File: src/rtl/mgmt_pkg.sv
package mgmt_pkg;
  localparam logic [7:0] OFS_CTL = 8'h0B;
  localparam logic [7:0] OFS_TGT = 8'h0C;
  localparam logic [7:0] OFS_DLO = 8'h0D;
  localparam logic [7:0] OFS_DHI = 8'h0E;

  localparam int CB_BUSY = 0;
  localparam int CB_WR   = 1;
  localparam int CB_RD   = 2;
  localparam int CB_PHY  = 3;

  localparam int FRAME_BITS = 64;
  localparam int DATA_BITS  = 16;

  // Management frame, MSB is sent first
  function automatic logic [63:0] build_frame(input logic rd, input logic [4:0] phy,
                                              input logic [4:0] regn, input logic [15:0] wd);
    return {32'hFFFF_FFFF, 2'b01, (rd ? 2'b10 : 2'b01), phy, regn,
            (rd ? 2'b11 : 2'b10), (rd ? 16'hFFFF : wd)};
  endfunction
endpackage

File: src/rtl/mgmt_mdc_gen.sv
module mgmt_mdc_gen #(
  parameter int HALF = 2
) (
  input  logic clk,
  input  logic rst,
  input  logic run,
  output logic mdc,
  output logic rise_evt,
  output logic fall_evt
);
  localparam int CW = $clog2(HALF + 1);
  localparam logic [CW-1:0] LAST = CW'(HALF - 1);

  logic [CW-1:0] cnt;
  logic          wrap;

  assign wrap     = run && (cnt == LAST);
  assign rise_evt = wrap && !mdc;
  assign fall_evt = wrap && mdc;

  always_ff @(posedge clk) begin
    if (rst || !run) begin
      cnt <= '0;
      mdc <= 1'b0;
    end else if (wrap) begin
      cnt <= '0;
      mdc <= !mdc;
    end else begin
      cnt <= cnt + 1'b1;
    end
  end
endmodule

File: src/rtl/mgmt_mdio_shifter.sv
module mgmt_mdio_shifter #(
  parameter int FRAME_BITS = 64,
  parameter int DATA_W     = 16
) (
  input  logic                  clk,
  input  logic                  rst,
  input  logic                  load,
  input  logic                  is_read_in,
  input  logic [FRAME_BITS-1:0] frame,
  input  logic                  rise_evt,
  input  logic                  fall_evt,
  input  logic                  mdio_i,
  output logic                  mdio_o,
  output logic                  mdio_oe,
  output logic [DATA_W-1:0]     rd_data,
  output logic                  done
);
  localparam int CW         = $clog2(FRAME_BITS + 1);
  localparam int TA_FIRST   = FRAME_BITS - DATA_W - 2;
  localparam int DATA_FIRST = FRAME_BITS - DATA_W;

  logic [FRAME_BITS-1:0] shreg;
  logic [CW-1:0]         bitcnt;
  logic                  rd_q;

  assign mdio_o = shreg[FRAME_BITS-1];
  assign done   = fall_evt && (bitcnt == CW'(FRAME_BITS));

  always_ff @(posedge clk) begin
    if (rst) begin
      shreg   <= '1;
      bitcnt  <= '0;
      rd_q    <= 1'b0;
      mdio_oe <= 1'b0;
      rd_data <= '0;
    end else if (load) begin
      shreg   <= frame;
      bitcnt  <= '0;
      rd_q    <= is_read_in;
      mdio_oe <= 1'b1;
    end else begin
      if (rise_evt) begin
        bitcnt <= bitcnt + 1'b1;
        if (rd_q && bitcnt >= CW'(DATA_FIRST))
          rd_data <= {rd_data[DATA_W-2:0], mdio_i};
      end
      if (fall_evt) begin
        if (done) begin
          shreg   <= '1;
          mdio_oe <= 1'b0;
        end else begin
          shreg   <= {shreg[FRAME_BITS-2:0], 1'b1};
          mdio_oe <= !(rd_q && bitcnt >= CW'(TA_FIRST));
        end
      end
    end
  end
endmodule

File: src/rtl/mgmt_eeprom_stub.sv
module mgmt_eeprom_stub #(
  parameter int CYCLES = 16
) (
  input  logic clk,
  input  logic rst,
  input  logic load,
  output logic done
);
  localparam int CW = $clog2(CYCLES + 1);

  logic [CW-1:0] cnt;
  logic          active;

  assign done = active && (cnt == '0);

  always_ff @(posedge clk) begin
    if (rst) begin
      active <= 1'b0;
      cnt    <= '0;
    end else if (load) begin
      active <= 1'b1;
      cnt    <= CW'(CYCLES - 1);
    end else if (active) begin
      if (cnt == '0) active <= 1'b0;
      else           cnt    <= cnt - 1'b1;
    end
  end
endmodule

File: src/rtl/mgmt_access_engine.sv
module mgmt_access_engine
  import mgmt_pkg::*;
#(
  parameter int MDC_HALF  = 2,
  parameter int EE_CYCLES = 16
) (
  input  logic       clk,
  input  logic       rst,
  input  logic       host_we,
  input  logic       host_re,
  input  logic [7:0] host_addr,
  input  logic [7:0] host_wdata,
  output logic [7:0] host_rdata,
  output logic       mdc,
  output logic       mdio_o,
  output logic       mdio_oe,
  input  logic       mdio_i
);
  logic [3:1]  ctl_q;
  logic        busy_q;
  logic        op_rd_q;
  logic        op_phy_q;
  logic [7:0]  tgt_q;
  logic [7:0]  dlo_q;
  logic [7:0]  dhi_q;

  logic        open_wr;
  logic        start;
  logic        start_rd;
  logic        phy_load;
  logic        ee_load;
  logic [63:0] frame;
  logic        rise_evt;
  logic        fall_evt;
  logic        phy_done;
  logic        ee_done;
  logic        fin;
  logic [15:0] phy_rd;

  assign open_wr  = host_we && !busy_q;
  assign start    = open_wr && (host_addr == OFS_CTL) &&
                    (host_wdata[CB_RD] || host_wdata[CB_WR]);
  assign start_rd = host_wdata[CB_RD];
  assign phy_load = start && host_wdata[CB_PHY];
  assign ee_load  = start && !host_wdata[CB_PHY];
  assign frame    = build_frame(start_rd, {3'b000, tgt_q[7:6]}, tgt_q[4:0], {dhi_q, dlo_q});
  assign fin      = busy_q && (op_phy_q ? phy_done : ee_done);

  mgmt_mdc_gen #(.HALF(MDC_HALF)) u_mdc (
    .clk(clk), .rst(rst), .run(busy_q && op_phy_q),
    .mdc(mdc), .rise_evt(rise_evt), .fall_evt(fall_evt)
  );

  mgmt_mdio_shifter #(.FRAME_BITS(FRAME_BITS), .DATA_W(DATA_BITS)) u_shift (
    .clk(clk), .rst(rst), .load(phy_load), .is_read_in(start_rd), .frame(frame),
    .rise_evt(rise_evt), .fall_evt(fall_evt), .mdio_i(mdio_i),
    .mdio_o(mdio_o), .mdio_oe(mdio_oe), .rd_data(phy_rd), .done(phy_done)
  );

  mgmt_eeprom_stub #(.CYCLES(EE_CYCLES)) u_ee (
    .clk(clk), .rst(rst), .load(ee_load), .done(ee_done)
  );

  always_ff @(posedge clk) begin
    if (rst) begin
      ctl_q    <= '0;
      busy_q   <= 1'b0;
      op_rd_q  <= 1'b0;
      op_phy_q <= 1'b0;
      tgt_q    <= '0;
      dlo_q    <= '0;
      dhi_q    <= '0;
    end else begin
      if (open_wr) begin
        unique case (host_addr)
          OFS_CTL: ctl_q <= host_wdata[3:1];
          OFS_TGT: tgt_q <= host_wdata;
          OFS_DLO: dlo_q <= host_wdata;
          OFS_DHI: dhi_q <= host_wdata;
          default: ;
        endcase
      end
      if (start) begin
        busy_q   <= 1'b1;
        op_rd_q  <= start_rd;
        op_phy_q <= host_wdata[CB_PHY];
      end else if (fin) begin
        busy_q <= 1'b0;
        if (op_rd_q) begin
          {dhi_q, dlo_q} <= op_phy_q ? phy_rd : 16'hFFFF;
        end
      end
    end
  end

  always_ff @(posedge clk) begin
    if (rst) begin
      host_rdata <= '0;
    end else if (host_re) begin
      unique case (host_addr)
        OFS_CTL: host_rdata <= {4'b0000, ctl_q, busy_q};
        OFS_TGT: host_rdata <= tgt_q;
        OFS_DLO: host_rdata <= dlo_q;
        OFS_DHI: host_rdata <= dhi_q;
        default: host_rdata <= '0;
      endcase
    end
  end
endmodule

File: config.mk
export PLATFORM = sky130hd
export DESIGN_NAME = mgmt_access_engine
export DESIGN_NICKNAME = d
export VERILOG_FILES = /design/src/rtl/mgmt_pkg.sv /design/src/rtl/mgmt_mdc_gen.sv /design/src/rtl/mgmt_mdio_shifter.sv /design/src/rtl/mgmt_eeprom_stub.sv /design/src/rtl/mgmt_access_engine.sv
export SDC_FILE = /design/constraint.sdc
export NUM_CORES = 1
export LEC_CHECK = 0
export CELL_PAD_IN_SITES_DETAIL_PLACEMENT = 0
export CELL_PAD_IN_SITES_GLOBAL_PLACEMENT = 1
export CORE_ASPECT_RATIO = 0.6
export CORE_MARGIN = 2
export CORE_UTILIZATION = 44
export DETAILED_ROUTE_END_ITERATION = 10
export DONT_BUFFER_PORTS = 1
export PLACE_DENSITY_LB_ADDON = 0.1
export REMOVE_ABC_BUFFERS = 1
export SLEW_MARGIN = 20
export SYNTH_ARGS = -nofsm -noshare
export SYNTH_HDL_FRONTEND = slang
export SYNTH_HIERARCHICAL = 1
export SYNTH_SLANG_ARGS = --single-unit
File: constraint.sdc
create_clock -name clk -period 2.31 [get_ports clk]
set_input_delay 0.231 -clock clk [delete_from_list [all_inputs] [get_ports clk]]
set_output_delay 0.231 -clock clk [all_outputs]
set_load 0.1 [all_outputs]
==> flow_summary_export.csv <==
group,metric,value,unit
status,status,"complete, no violations",
critical_path,worst-endpoint-arrival,2.53,ns
timing,worstMarginPinSlew,0.742,ns
global_route,antenna_found_initial,0,
yosys,syn_avg_cell_area,8.68,um^2
timing,relSlewSlack,0.506,
final_layout,drive_gt1_frac,0.121,
cts,clock_latency,0.42,ns
cts,cts_setup_buffers,0,
detailed_routing,first_pass_iters,6,
power,swShare,0.225,
hold_path,hold_start,"host_re",
floorplanning,fp.dieW,161,um
timing,period_share,0.938,
detailed_routing,drc,0,
detailed_routing,drt-total-wl,17200,um
yosys,synth_edf_count,0,
power,combPwrFrac,0.027,
power,ir_worst_vdd,0.435,mV
hold_path,holdPathEnd,"host_rdata[3]",
critical_path,path_max_fanout,7,
cts,clockBufferDepth,2,
critical_path,required,2.67,ns
placed_design,io_buffers,0,
floorplanning,die_y,98.5,um
final_layout,final_nets,807,
power,switchingPower,1.16,mW
global_route,grt_max_degree,109,
run,maxCapViolCount,0,
final_layout,design_area,7640,um^2
yosys,synth.distinct_cells,55,
yosys,synth-seq-cells,136,
power,intPower,4.00,mW
power,power,5.16,mW
yosys,ys_seq_area_frac,0.416,
final_layout,final_cell_mix,"dfxtp_1 (136), nor2_1 (106), a21oi_1 (92)",
critical_path,cp_slowest_stage_delay,0.56,ns
yosys,synthFlopType,"dfxtp_1",
final_layout,antenna_cells,0,
global_route,grtUsageTotal,0.224,
power,share_seq_of_total_power,0.455,
global_route,gr-total-overflow,0,
floorplanning,die_area,15900,um^2
final_layout,final_common_cell,"dfxtp_1",
critical_path,criticalPathCategory,"flip-flop to flip-flop",
global_route,grt_first_pass_wirelength,28400,um
cts,cts.sinks,136,
detailed_routing,wl_per_cell,17.4,um
critical_path,worstPathCellList,"and4bb_4 -> and3_1 -> o21ai_2 -> nor2_2 -> inv_1 -> a31oi_1 -> dlygate4sd3_1",
detailed_routing,vias_per_cell,5.71,
yosys,yosysWarnings,6,
placed_design,dpl_cell_area,6840,um^2
detailed_routing,drtIter0Drc,434,
cts,cts_tree,"done",
critical_path,cp.depth,7,
final_layout,syn_to_final_growth,16.7,%
critical_path,r2r_end,"u_ee/cnt[0]",
placed_design,hpwlAfterDp,10100,um
yosys,yosysTopAreaCell,"dfxtp_1",
final_layout,fillers,1349,
floorplanning,core_area,14500,um^2
floorplanning,start_util,0.451,
yosys,syn_inst,754,
hold_path,hp-class,"input pin to flip-flop",
timing,min_period,2.17,ns
power,cellLeakagePower,3.10,nW
critical_path,reg2reg_from,"busy_q",
floorplanning,ios,32,
timing,rsz0062_at_grt,"no",
hold_path,hold_path_depth,2,
timing,final_max_slew_viol_count,0,
cts,cts_buffers,17,
floorplanning,fp-row-count,34,
power,power.density,675,nW/um^2
timing,max_freq,461,MHz
cts,clk_pin_slew,0.06,ns
critical_path,rrSetupSlack,0.14,ns
yosys,synthTopCellsByArea,"dfxtp_1 (42%), a211oi_1 (9.2%), o31ai_1 (7.2%)",
cts,htree_levels,4,
timing,fin_skew,0.00812,ns
yosys,yosysTopAreaCellShare,0.416,
critical_path,startpoint_type,"flip-flop",
placed_design,gp_congestion,0.808,
power,p_clk_frac,0.518,
detailed_routing,final_antenna_net_count,0,
detailed_routing,num_vias,5664,
yosys,async_flop_share,0,
critical_path,reg2regPathDepth,7,
global_route,grt_pass1_vias,5347,
critical_path,cpMaxStageDelayCell,"dlygate4sd3_1",
critical_path,critPathCaptureType,"flip-flop",
yosys,synth_area,6540,um^2
timing,setup_viol,0,
critical_path,worst-path-buf-inv,2,
timing,fin_setup_tns,0,ns
timing,hold_viol,0,
timing,hold-worst-slack,0.0101,ns
cts,cts-root-buf,"clkbuf_16",
critical_path,crit_family,"simple AND/OR/NAND/NOR gates",
cell usage after synthesis, types with 10 or more instances:
cell	instances
nand2b_1	11
or2_2	18
nand3_1	19
nor2_1	108
o21ai_0	22
a21oi_1	93
mux2i_1	38
dfxtp_1	136
clkbuf_1	50
buf_2	11
nand2_1	10
o31ai_1	63
a211oi_1	80
flip-flops by register name (all words and copies together) (netlist names), 2 cells and up:
| name | flops |
|---|---|
| ctl_q | 3 |
| dhi_q | 8 |
| dlo_q | 8 |
| host_rdata | 8 |
| tgt_q | 8 |
| u_ee/cnt | 5 |
| u_mdc/cnt | 2 |
| u_shift/bitcnt | 7 |
| u_shift/rd_data | 16 |
| u_shift/shreg | 64 |
power groups by stage:
stage | registers, mW | logic (mW) | clock network, mW
3_3_place_gp | 2.40 | 0.0904 | 0
5_1_grt | 2.35 | 0.155 | 2.85
6_report | 2.35 | 0.139 | 2.67
2_1_floorplan | 2.40 | 0.0817 | 0
4_1_cts | 2.35 | 0.138 | 2.72
3_5_place_dp | 2.40 | 0.0929 | 0
layout make-up:
class / count / area [um^2] / area share
inverter: 10 / 37.5 / 0.00491
timing repair buffer: 42 / 430 / 0.0563
sequential: 136 / 2720 / 0.356
clock inverter: 14 / 151 / 0.0198
clock buffer: 18 / 429 / 0.0562
multi-input combinational: 574 / 3620 / 0.474
tap: 198 / 248 / 0.0324
worst register-to-register path, cell delays in order (launching register included):
cell and delay [ns]:
dfxtp_1 0.34, and4bb_4 0.37, and3_1 0.22, o21ai_2 0.12, nor2_2 0.25, inv_1 0.12, a31oi_1 0.14, dlygate4sd3_1 0.56
kinds of logic (layout without fill, tap and decap cells):
group / Yosys count / count (layout) / synth area share
xor gates and xnor gates: 5 / 5 / 0.00669
muxes: 39 / 39 / 0.0598
adders and majority gates: 5 / 5 / 0.00956
AOI/OAI and AO/OA: 283 / 283 / 0.289
buffers and inverters: 80 / 84 / 0.0560
DFF: 136 / 136 / 0.416
other: 2 / 38 / 0.00115
and+or+nand+nor: 204 / 204 / 0.161
metal layers:
layer,up-vias,global-route usage,wire length [um]
met5,-,0,0
met4,0,0.0440,119
met3,12,0.0623,995
met2,137,0.315,7180
met1,2724,0.340,8940
li1,2791,-,-
timing repair:
| item | CTS | global route |
|---|---|---|
| gates resized for setup | 0 | 1 |
| endpoints found under the setup margin | 0 | 1 |
| endpoints found under the hold margin | 122 | 0 |
| hold buffers | 19 | 0 |
per-stage QoR:
step	setup WS (ns)	utilization	std cells
final	0.142	0.527	992
after global placement	0.324	0.472	941
after global routing	0.0562	0.527	992
after CTS	0.0299	0.526	992
after detailed placement	0.270	0.472	941
after floorplan	-3.57	-	720
worst max-delay path by stage:
stage / from / end / slack, ns
final: busy_q / u_ee/cnt[0] / 0.14
after global routing: busy_q / u_ee/cnt[0] / 0.06
after CTS: busy_q / u_ee/cnt[0] / 0.03
after detailed placement: busy_q / u_ee/cnt[1] / 0.27
after global placement: busy_q / u_ee/cnt[1] / 0.32
after floorplan: busy_q / u_shift/rd_data[0] / -3.57
Note: power is estimated with default switching activity, not from simulation.
